$ cat config.mk
export PLATFORM = sky130hd
export DESIGN_NAME = prc_reset_ctl
export DESIGN_NICKNAME = d
export VERILOG_FILES = /design/src/rtl/prc_pkg.sv /design/src/rtl/prc_decode.sv /design/src/rtl/prc_bit.sv /design/src/rtl/prc_readmux.sv /design/src/rtl/prc_reset_ctl.sv
export SDC_FILE = /design/constraint.sdc
export NUM_CORES = 1
export LEC_CHECK = 0
export ABC_AREA = 1
export BUFFER_PORTS_ARGS = -buffer_cell sky130_fd_sc_hd__buf_2
export CAP_MARGIN = 0
export CELL_PAD_IN_SITES_DETAIL_PLACEMENT = 0
export CELL_PAD_IN_SITES_GLOBAL_PLACEMENT = 1
export CORE_ASPECT_RATIO = 0.7
export CORE_MARGIN = 5
export CORE_UTILIZATION = 25
export CTS_CLUSTER_DIAMETER = 150
export DETAILED_ROUTE_END_ITERATION = 12
export PLACE_DENSITY = 0.93
export SLEW_MARGIN = 30
export SYNTH_ARGS = -nofsm -noshare
export SYNTH_HDL_FRONTEND = slang
export SYNTH_SLANG_ARGS = --single-unit
$ cat constraint.sdc
create_clock -name clk_i -period 1.12 [get_ports clk_i]
set_input_delay 0.224 -clock clk_i [delete_from_list [all_inputs] [get_ports clk_i]]
set_output_delay 0.224 -clock clk_i [all_outputs]
set_load 0.02 [all_outputs]
$ cat src/rtl/prc_pkg.sv
package prc_pkg;
  localparam int unsigned WORD_W = 32;
  localparam int unsigned OFS_W  = 4;

  typedef logic [WORD_W-1:0] word_t;
  typedef logic [OFS_W-1:0]  ofs_t;

  localparam ofs_t OFS_VIEW  = 4'h0;
  localparam ofs_t OFS_CLEAR = 4'h4;
  localparam ofs_t OFS_SET   = 4'h8;

  localparam word_t IMPL_MASK_DEF = 32'h0002_FFE5;
  localparam word_t RESET_VAL_DEF = 32'h0000_0001;

  typedef struct packed {
    logic view;
    logic clr;
    logic set;
  } hit_t;
endpackage

$ cat src/rtl/prc_decode.sv
module prc_decode
  import prc_pkg::*;
#(
  parameter int unsigned AW = OFS_W
) (
  input  logic [AW-1:0] addr_i,
  input  logic          wr_en_i,
  output hit_t          rd_hit_o,
  output logic          wr_set_o,
  output logic          wr_clr_o
);
  localparam logic [AW-1:0] A_VIEW = AW'(OFS_VIEW);
  localparam logic [AW-1:0] A_CLR  = AW'(OFS_CLEAR);
  localparam logic [AW-1:0] A_SET  = AW'(OFS_SET);

  always_comb begin
    rd_hit_o.view = (addr_i == A_VIEW);
    rd_hit_o.clr  = (addr_i == A_CLR);
    rd_hit_o.set  = (addr_i == A_SET);
    wr_set_o      = wr_en_i && rd_hit_o.set;
    wr_clr_o      = wr_en_i && rd_hit_o.clr;
  end

  always_comb begin
    assert_one_strobe_R6: assert (!(wr_set_o && wr_clr_o));
  end
endmodule

$ cat src/rtl/prc_bit.sv
module prc_bit #(
  parameter bit RST_VAL = 1'b0
) (
  input  logic clk_i,
  input  logic rst_ni,
  input  logic set_i,
  input  logic clr_i,
  input  logic mask_bit_i,
  output logic q_o
);
  always_ff @(posedge clk_i or negedge rst_ni) begin
    if (!rst_ni) begin
      q_o <= RST_VAL;
    end else if (mask_bit_i) begin
      if (set_i)      q_o <= 1'b1;
      else if (clr_i) q_o <= 1'b0;
    end
  end
endmodule

$ cat src/rtl/prc_readmux.sv
module prc_readmux
  import prc_pkg::*;
#(
  parameter int unsigned DW = WORD_W
) (
  input  hit_t          hit_i,
  input  logic [DW-1:0] word_i,
  output logic [DW-1:0] rdata_o
);
  always_comb begin
    rdata_o = '0;
    if (hit_i.view || hit_i.clr || hit_i.set) rdata_o = word_i;
  end
endmodule

$ cat src/rtl/prc_reset_ctl.sv
module prc_reset_ctl
  import prc_pkg::*;
#(
  parameter int unsigned     DW        = WORD_W,
  parameter int unsigned     AW        = OFS_W,
  parameter logic [DW-1:0]   IMPL_MASK = DW'(IMPL_MASK_DEF),
  parameter logic [DW-1:0]   RESET_VAL = DW'(RESET_VAL_DEF)
) (
  input  logic          clk_i,
  input  logic          rst_ni,
  input  logic [AW-1:0] addr_i,
  input  logic          wr_en_i,
  input  logic [DW-1:0] wdata_i,
  output logic [DW-1:0] rdata_o,
  output logic [DW-1:0] rst_ctl_o
);
  localparam logic [DW-1:0] RSVD_MASK = ~IMPL_MASK;

  hit_t          rd_hit;
  logic          wr_set, wr_clr;
  logic [DW-1:0] word_q;

  prc_decode #(.AW(AW)) u_dec (
    .addr_i   (addr_i),
    .wr_en_i  (wr_en_i),
    .rd_hit_o (rd_hit),
    .wr_set_o (wr_set),
    .wr_clr_o (wr_clr)
  );

  for (genvar b = 0; b < DW; b++) begin : g_bit
    if (IMPL_MASK[b]) begin : g_impl
      prc_bit #(.RST_VAL(RESET_VAL[b])) u_cell (
        .clk_i      (clk_i),
        .rst_ni     (rst_ni),
        .set_i      (wr_set),
        .clr_i      (wr_clr),
        .mask_bit_i (wdata_i[b]),
        .q_o        (word_q[b])
      );
    end else begin : g_rsvd
      assign word_q[b] = 1'b0;
    end
  end

  prc_readmux #(.DW(DW)) u_rd (
    .hit_i   (rd_hit),
    .word_i  (word_q),
    .rdata_o (rdata_o)
  );

  assign rst_ctl_o = word_q;

  assert_reset_value_R1: assert property (@(posedge clk_i)
    !rst_ni |=> (rst_ctl_o == (RESET_VAL & IMPL_MASK)));

  assert_set_bits_R2: assert property (@(posedge clk_i) disable iff (!rst_ni)
    (wr_en_i && addr_i == AW'(OFS_SET))
      |=> ((rst_ctl_o & $past(wdata_i) & IMPL_MASK) == ($past(wdata_i) & IMPL_MASK)));

  assert_clear_bits_R3: assert property (@(posedge clk_i) disable iff (!rst_ni)
    (wr_en_i && addr_i == AW'(OFS_CLEAR))
      |=> ((rst_ctl_o & $past(wdata_i)) == '0));

  assert_untouched_hold_R4: assert property (@(posedge clk_i) disable iff (!rst_ni)
    (wr_en_i && (addr_i == AW'(OFS_SET) || addr_i == AW'(OFS_CLEAR)))
      |=> ((rst_ctl_o & ~$past(wdata_i)) == ($past(rst_ctl_o) & ~$past(wdata_i))));

  assert_reserved_zero_R5: assert property (@(posedge clk_i) disable iff (!rst_ni)
    ((rst_ctl_o & RSVD_MASK) == '0) && ((rdata_o & RSVD_MASK) == '0));

  assert_no_alias_write_R6: assert property (@(posedge clk_i) disable iff (!rst_ni)
    !(wr_en_i && (addr_i == AW'(OFS_SET) || addr_i == AW'(OFS_CLEAR)))
      |=> $stable(rst_ctl_o));

  assert_read_view_R7: assert property (@(posedge clk_i) disable iff (!rst_ni)
    (addr_i == AW'(OFS_VIEW) || addr_i == AW'(OFS_CLEAR) || addr_i == AW'(OFS_SET))
      |-> (rdata_o == rst_ctl_o));
endmodule

==> impl_metrics.prom, run 1 <==
# TYPE chip_impl_metric gauge
chip_impl_metric{name="path_clk_slew",unit="ps"} 60
chip_impl_metric{name="ant_nets",unit=""} 0
chip_impl_metric{name="signal_arrival_time_at_the_worst_endpoint",unit="ps"} 1020
chip_impl_metric{name="synth-edff-count",unit=""} 0
chip_impl_metric{name="detail_route.first_pass.iterations",unit=""} 4
chip_impl_metric{name="gpl.final_weighted_congestion",unit=""} 0.721
chip_impl_metric{name="synth_seq_cells",unit=""} 14
chip_impl_info{name="outcome",value="finished with violations"} 1
chip_impl_metric{name="fin_worst_skew",unit="ps"} 0
chip_impl_info{name="failed_checks",value="negative setup slack"} 1
chip_impl_metric{name="synthesis.instances",unit=""} 163
chip_impl_metric{name="place_worst_setup_slack",unit="ps"} -303
chip_impl_metric{name="timing.critical_path.fanout_max",unit=""} 2
chip_impl_metric{name="routedWlPerCell",unit="µm"} 12.5
chip_impl_metric{name="antenna_violations_before_repair",unit=""} 1
chip_impl_metric{name="netlist_area_pre_place",unit="µm²"} 1170
chip_impl_metric{name="grt.total_usage",unit=""} 0.103
chip_impl_metric{name="vdd_ir_drop_max",unit="mV"} 0.463
chip_impl_metric{name="static-leakage-power",unit="nW"} 0.906
chip_impl_info{name="largest_registers",value="g_bit.g_impl.u_cell.q_o (14)"} 1
chip_impl_metric{name="slew_violations",unit=""} 0
chip_impl_metric{name="grt_max_degree",unit=""} 15
chip_impl_metric{name="floorplan.core_area",unit="µm²"} 4430
chip_impl_metric{name="hpwl",unit="mm"} 2.42
chip_impl_metric{name="worstSkewPairLatency",unit="ps"} 240
chip_impl_metric{name="async_reset_ff_frac",unit=""} 1.00
chip_impl_metric{name="post_synth_num_cell_types",unit=""} 15
chip_impl_metric{name="power.density_cell_area",unit="nW/µm²"} 1310
chip_impl_info{name="yosys-top-cells-count",value="buf_4 (50), nand2_1 (43), inv_1 (16), nor2_1 (15), nand4_1 (14)"} 1
chip_impl_metric{name="fin_nets",unit=""} 257
chip_impl_metric{name="largest_register_ff_count",unit=""} 14
chip_impl_metric{name="post_synth.cell_area_avg",unit="µm²"} 7.16
chip_impl_metric{name="timing.final.crit_period",unit="ps"} 1250
chip_impl_metric{name="cp.required",unit="ps"} 900
chip_impl_info{name="critical_path.startpoint_type",value="flip-flop"} 1
chip_impl_metric{name="rows",unit=""} 20
chip_impl_metric{name="final_hold_vio_count",unit=""} 0
chip_impl_metric{name="report.power.total",unit="mW"} 2.24
chip_impl_metric{name="grt.overflow.total",unit=""} 0
chip_impl_metric{name="tritoncts.num_buffers",unit=""} 3
chip_impl_metric{name="area_growth",unit="%"} 47.2
chip_impl_metric{name="minimum_setup_slack_in_the_final_design",unit="ps"} -127
chip_impl_metric{name="via_count_of_the_first_global_routing_pass",unit=""} 988
chip_impl_metric{name="rr_worst_depth",unit=""} 3
chip_impl_info{name="ctsRootBufferMaster",value="clkbuf_8"} 1
chip_impl_info{name="ys_top_cells_by_area",value="buf_4 (32%), dfrtp_1 (28%), nand2_1 (14%)"} 1
chip_impl_info{name="grt_setup_unrepaired",value="true"} 1
chip_impl_info{name="worst-setup-path-type",value="flip-flop to output pin"} 1
chip_impl_metric{name="initialDrtViolationCount",unit=""} 9
chip_impl_info{name="holdCritPathClass",value="input pin to flip-flop"} 1
chip_impl_metric{name="post_route_cells_drive_above_1_share",unit=""} 0.452
chip_impl_metric{name="vias",unit=""} 1059
chip_impl_metric{name="global_route_wire_length_before_repair",unit="mm"} 4.91
chip_impl_info{name="clock_tree_from_tritoncts",value="built"} 1
chip_impl_metric{name="cts.htree.levels",unit=""} 1
chip_impl_metric{name="finalSetupViolCount",unit=""} 16
chip_impl_metric{name="starting_density_of_the_core",unit=""} 0.264
chip_impl_metric{name="drt_drc_violations_left",unit=""} 0
chip_impl_info{name="synth-main-ff-cell",value="dfrtp_1"} 1
chip_impl_metric{name="yosys.area.top_type_share",unit=""} 0.322
chip_impl_metric{name="antenna_cells_inserted",unit=""} 0
chip_impl_metric{name="drv_cap",unit=""} 0
chip_impl_metric{name="pin_count",unit=""} 103
chip_impl_metric{name="max_freq",unit="MHz"} 802
chip_impl_metric{name="min_period_over_period",unit=""} 1.11
chip_impl_metric{name="timing.hold.ws",unit="ps"} 190
chip_impl_metric{name="io_buffers",unit=""} 48
chip_impl_metric{name="die-area",unit="µm²"} 6160
chip_impl_metric{name="detail_route.vias_per_cell",unit=""} 3.89
chip_impl_metric{name="hold-path-cell-count",unit=""} 3
chip_impl_metric{name="die_h",unit="µm"} 67.2
chip_impl_metric{name="drt-total-wl",unit="mm"} 3.40
chip_impl_metric{name="die_width",unit="µm"} 91.7
chip_impl_info{name="largest_register",value="g_bit.g_impl.u_cell.q_o"} 1
chip_impl_metric{name="clock_path_buffers",unit=""} 2
chip_impl_info{name="most_common_cell_in_the_netlist",value="buf_4"} 1
chip_impl_info{name="endpoint_kind",value="output pin"} 1
chip_impl_metric{name="numClockSinks",unit=""} 14
chip_impl_metric{name="ys_seq_area_frac",unit=""} 0.301
chip_impl_info{name="synthDominantAreaCellType",value="buf_4"} 1
chip_impl_metric{name="warning_count_from_the_yosys_run",unit=""} 0
[area by class of cell]
class	instances	area [µm²]
Timing Repair Buffer	70	598
Multi-Input combinational cell	112	583
Clock buffer	4	45.0
Tap cell	55	68.8
Sequential cell	14	352
Fill cell	466	2710
Inverter	17	71.3
[repair_timing]
action,CTS,global route
cloned,1,0
pin swaps,6,8
endpoints found under the hold margin,13,0
gates resized for setup,51,34
hold buffers,1,0
setup buffers,5,6
setup endpoints to repair,15,15
[metal layers]
metal,part of all wire,GRT usage,up-vias
met5,0.0032,0,-
met4,0.0056,0.0282,2
met3,0.072,0.0401,4
met2,0.55,0.187,38
met1,0.37,0.114,493
li1,-,-,522
[path summary, 6_finish.rpt]
| check | from | end | slack (ps) |
|---|---|---|---|
| max reg2reg | g_bit[0].g_impl.u_cell.q_o | g_bit[0].g_impl.u_cell.q_o | 340 |
| min reg2reg | g_bit[14].g_impl.u_cell.q_o | g_bit[14].g_impl.u_cell.q_o | 490 |
| min in group asynchronous | rst_ni | g_bit[12].g_impl.u_cell.q_o | 410 |
| max | g_bit[0].g_impl.u_cell.q_o | rdata_o[0] | -130 |
| max in group asynchronous | rst_ni | g_bit[0].g_impl.u_cell.q_o | 400 |
| min | wdata_i[7] | g_bit[7].g_impl.u_cell.q_o | 190 |
[cell usage in the layout, fill, tap and decap left out]
master / count
nor2_4: 15
inv_6: 1
nor2_2: 1
inv_4: 1
conb_1: 36
buf_4: 16
buf_2: 26
buf_8: 3
dfrtp_1: 13
nand2_1: 43
buf_12: 1
dlygate4sd3_1: 1
buf_6: 22
clkbuf_16: 1
dfstp_2: 1
clkbuf_1: 1
o21ai_4: 1
inv_2: 6
nor2_1: 2
nand4_1: 14
clkbuf_8: 3
inv_1: 9
[worst max-delay path, stage by stage (launching register included)]
cell and delay [ps]:
dfstp_2 530, inv_1 30, nor2_1 80, buf_4 140
[power breakdown]
group,switching (mW),internal (mW)
Combinational,0.650,0.423
Sequential,0.105,0.631
Clock,0.182,0.252
Total,0.938,1.31
[cells by family after synthesis]
logic type / count (synthesis) / synth area share
and+or+nand+nor: 75 / 0.286
DFF: 14 / 0.301
other: 1 / 0.00321
AOI/OAI and AO/OA: 1 / 0.00750
buffers and inverters: 72 / 0.402
[stage by stage]
step / cells / setup TNS (ps) / util / cell area [µm²]
after floorplan: 198 / -286 / - / 1300
after global placement: 255 / -3610 / 0.287 / 1270
after detailed placement: 255 / -4250 / 0.287 / 1270
after CTS: 266 / -829 / 0.355 / 1570
after global routing: 272 / -1300 / 0.388 / 1720
final: 272 / -666 / 0.388 / 1720
No activity file was read; power rests on OpenSTA's default activity.
==> run 2, diff against run 1 <==
--- a/config.mk
+++ b/config.mk
@@ -11,7 +11,6 @@
 export CELL_PAD_IN_SITES_DETAIL_PLACEMENT = 0
 export CELL_PAD_IN_SITES_GLOBAL_PLACEMENT = 1
 export CORE_ASPECT_RATIO = 0.7
-export CORE_MARGIN = 5
 export CORE_UTILIZATION = 25
 export CTS_CLUSTER_DIAMETER = 150
 export DETAILED_ROUTE_END_ITERATION = 12
==> impl_metrics.prom, run 2 (synthesized netlist as in run 1, its figures left out) <==
# TYPE chip_impl_metric gauge
chip_impl_info{name="outcome",value="finished with violations"} 1
chip_impl_info{name="failed_checks",value="negative setup slack"} 1
chip_impl_metric{name="fill_cell_instance_count_of_the_final_layout",unit=""} 472
chip_impl_metric{name="slew_violations",unit=""} 0
chip_impl_metric{name="static-leakage-power",unit="nW"} 0.893
chip_impl_metric{name="cts.htree.levels",unit=""} 1
chip_impl_metric{name="grt.total_usage",unit=""} 0.108
chip_impl_metric{name="seq_pwr_share",unit=""} 0.327
chip_impl_metric{name="power.density_cell_area",unit="nW/µm²"} 1370
chip_impl_info{name="mostFrequentLayoutCells",value="nand2_1 (43), conb_1 (36), buf_2 (29)"} 1
chip_impl_metric{name="grt_max_degree",unit=""} 15
chip_impl_info{name="critical_path.startpoint_type",value="flip-flop"} 1
chip_impl_metric{name="timing.critical_path.fanout_max",unit=""} 2
chip_impl_metric{name="starting_density_of_the_core",unit=""} 0.265
chip_impl_metric{name="finalNonFillerCells",unit=""} 274
chip_impl_metric{name="cp.required",unit="ps"} 900
chip_impl_metric{name="drt-total-wl",unit="mm"} 2.86
chip_impl_metric{name="clock_path_buffers",unit=""} 2
chip_impl_info{name="clock_tree_from_tritoncts",value="built"} 1
chip_impl_metric{name="tritoncts.num_buffers",unit=""} 3
chip_impl_metric{name="antenna_violations_before_repair",unit=""} 0
chip_impl_metric{name="detail_route.vias_per_cell",unit=""} 3.81
chip_impl_info{name="largest_registers",value="g_bit.g_impl.u_cell.q_o (14)"} 1
chip_impl_info{name="largest_register",value="g_bit.g_impl.u_cell.q_o"} 1
chip_impl_metric{name="pin_count",unit=""} 103
chip_impl_info{name="endpoint_kind",value="output pin"} 1
chip_impl_metric{name="drv_cap",unit=""} 0
chip_impl_metric{name="detail_route.first_pass.iterations",unit=""} 4
chip_impl_metric{name="timing.hold.ws",unit="ps"} 185
chip_impl_metric{name="vdd_ir_drop_max",unit="mV"} 0.928
chip_impl_metric{name="p_comb_frac",unit=""} 0.478
chip_impl_metric{name="floorplan.core_area",unit="µm²"} 4400
chip_impl_metric{name="grt.overflow.total",unit=""} 0
chip_impl_info{name="most_common_cell_after_layout_fill_and_taps_aside",value="nand2_1"} 1
chip_impl_metric{name="routedWlPerCell",unit="µm"} 10.4
chip_impl_metric{name="antenna_cells_inserted",unit=""} 0
chip_impl_metric{name="power.switching_fraction",unit=""} 0.410
chip_impl_metric{name="worstSkewPairLatency",unit="ps"} 240
chip_impl_metric{name="minimum_setup_slack_in_the_final_design",unit="ps"} -142
chip_impl_metric{name="p_int",unit="mW"} 1.32
chip_impl_metric{name="share_clk_of_total_power",unit=""} 0.196
chip_impl_metric{name="global_route_wire_length_before_repair",unit="mm"} 4.15
chip_impl_metric{name="io_buffers",unit=""} 48
chip_impl_metric{name="switching_power",unit="mW"} 0.915
chip_impl_metric{name="path_clk_slew",unit="ps"} 60
chip_impl_metric{name="die_h",unit="µm"} 59.2
chip_impl_metric{name="post_route_cells_drive_above_1_share",unit=""} 0.457
chip_impl_info{name="worst_hold_startpoint",value="wdata_i[0]"} 1
chip_impl_info{name="ctsRootBufferMaster",value="clkbuf_8"} 1
chip_impl_info{name="timing.critical_path.cells",value="inv_2 > nor2_2 > buf_4"} 1
chip_impl_metric{name="postPlaceCellArea",unit="µm²"} 1270
chip_impl_metric{name="area_growth",unit="%"} 40.2
chip_impl_metric{name="min_period_over_period",unit=""} 1.13
chip_impl_info{name="launch_point_of_the_critical_path",value="g_bit[0].g_impl.u_cell.q_o"} 1
chip_impl_metric{name="fin_worst_skew",unit="ps"} 0
chip_impl_metric{name="die-area",unit="µm²"} 4950
chip_impl_metric{name="gpl.final_weighted_congestion",unit=""} 0.681
chip_impl_metric{name="via_count_of_the_first_global_routing_pass",unit=""} 872
chip_impl_metric{name="hpwl",unit="mm"} 2.03
chip_impl_metric{name="rows",unit=""} 20
chip_impl_metric{name="vias",unit=""} 1044
chip_impl_info{name="crit-reg2reg-launch",value="g_bit[0].g_impl.u_cell.q_o"} 1
chip_impl_metric{name="initialDrtViolationCount",unit=""} 59
chip_impl_metric{name="max_freq",unit="MHz"} 793
chip_impl_info{name="grt_setup_unrepaired",value="true"} 1
chip_impl_metric{name="timing.final.crit_period",unit="ps"} 1260
chip_impl_metric{name="cell_count_after_placement",unit=""} 255
chip_impl_metric{name="numClockSinks",unit=""} 14
chip_impl_metric{name="post-route-cell-area",unit="µm²"} 1640
chip_impl_metric{name="critical_path_max_stage_delay",unit="ps"} 550
chip_impl_metric{name="finalSetupViolCount",unit=""} 13
chip_impl_metric{name="die_width",unit="µm"} 83.7
chip_impl_metric{name="place_worst_setup_slack",unit="ps"} -282
chip_impl_metric{name="fin_nets",unit=""} 259
chip_impl_info{name="holdCritPathClass",value="input pin to flip-flop"} 1
chip_impl_info{name="crit_slowest_cell",value="dfstp_2"} 1
chip_impl_metric{name="largest_register_ff_count",unit=""} 14
chip_impl_metric{name="final_hold_vio_count",unit=""} 0
chip_impl_metric{name="drt_drc_violations_left",unit=""} 0
chip_impl_info{name="worst-setup-path-type",value="flip-flop to output pin"} 1
chip_impl_metric{name="ant_nets",unit=""} 0
chip_impl_metric{name="signal_arrival_time_at_the_worst_endpoint",unit="ps"} 1040
run 2: metrics by stage:
stage | setup TNS (ps) | total power, mW | util
2_1_floorplan | -286 | 1.46 | -
3_3_place_gp | -3750 | 1.46 | 0.288
3_5_place_dp | -4250 | 1.48 | 0.288
4_1_cts | -458 | 2.09 | 0.343
5_1_grt | -1140 | 2.37 | 0.372
6_report | -524 | 2.23 | 0.372
run 2: layout make-up:
cell class | count | area, µm² | share of cell area
sequential | 14 | 352 | 0.215
tap | 55 | 68.8 | 0.0420
multi-input combinational | 112 | 561 | 0.343
clock buffer | 4 | 45.0 | 0.0275
timing repair buffer | 72 | 547 | 0.334
inverter | 17 | 63.8 | 0.0390
run 2: layer usage:
metal  wire length, µm  track usage
met5                 0            0
met4                23       0.0218
met3               211       0.0376
met2              1480        0.188
met1              1150        0.132
run 2: worst max-delay path: cells and delay by family, from the launching register on:
kind / cells / cell delay, ps
simple gates: 1 / 70
flops: 1 / 550
buf+inv: 2 / 180
run 2: power by group through the flow:
stage                     sequential (mW)  combinational (mW)  clock [mW]
after floorplan                     0.709               0.756           0
after global placement              0.738               0.723           0
after detailed placement            0.737               0.739           0
after CTS                           0.727               0.906       0.455
after global routing                0.744                1.16       0.472
final                               0.730                1.07       0.437
run 2: final timing paths:
kind,to,slack (ps),depth (start not counted)
worst max-delay path,rdata_o[0],-140,3
min in group asynchronous,g_bit[12].g_impl.u_cell.q_o,420,2
max in group asynchronous,g_bit[0].g_impl.u_cell.q_o,400,2
worst max register to register,g_bit[0].g_impl.u_cell.q_o,220,4
worst min-delay path,g_bit[0].g_impl.u_cell.q_o,180,3
worst min register to register,g_bit[9].g_impl.u_cell.q_o,510,2
run 2: what timing repair did:
item                                    in CTS  in global routing
endpoints found under the hold margin       13                  0
endpoints found under the setup margin      15                 15
gates resized for setup                     39                 24
setup buffers                                8                  6
pin swaps                                    6                  6
hold buffers                                 1                  0
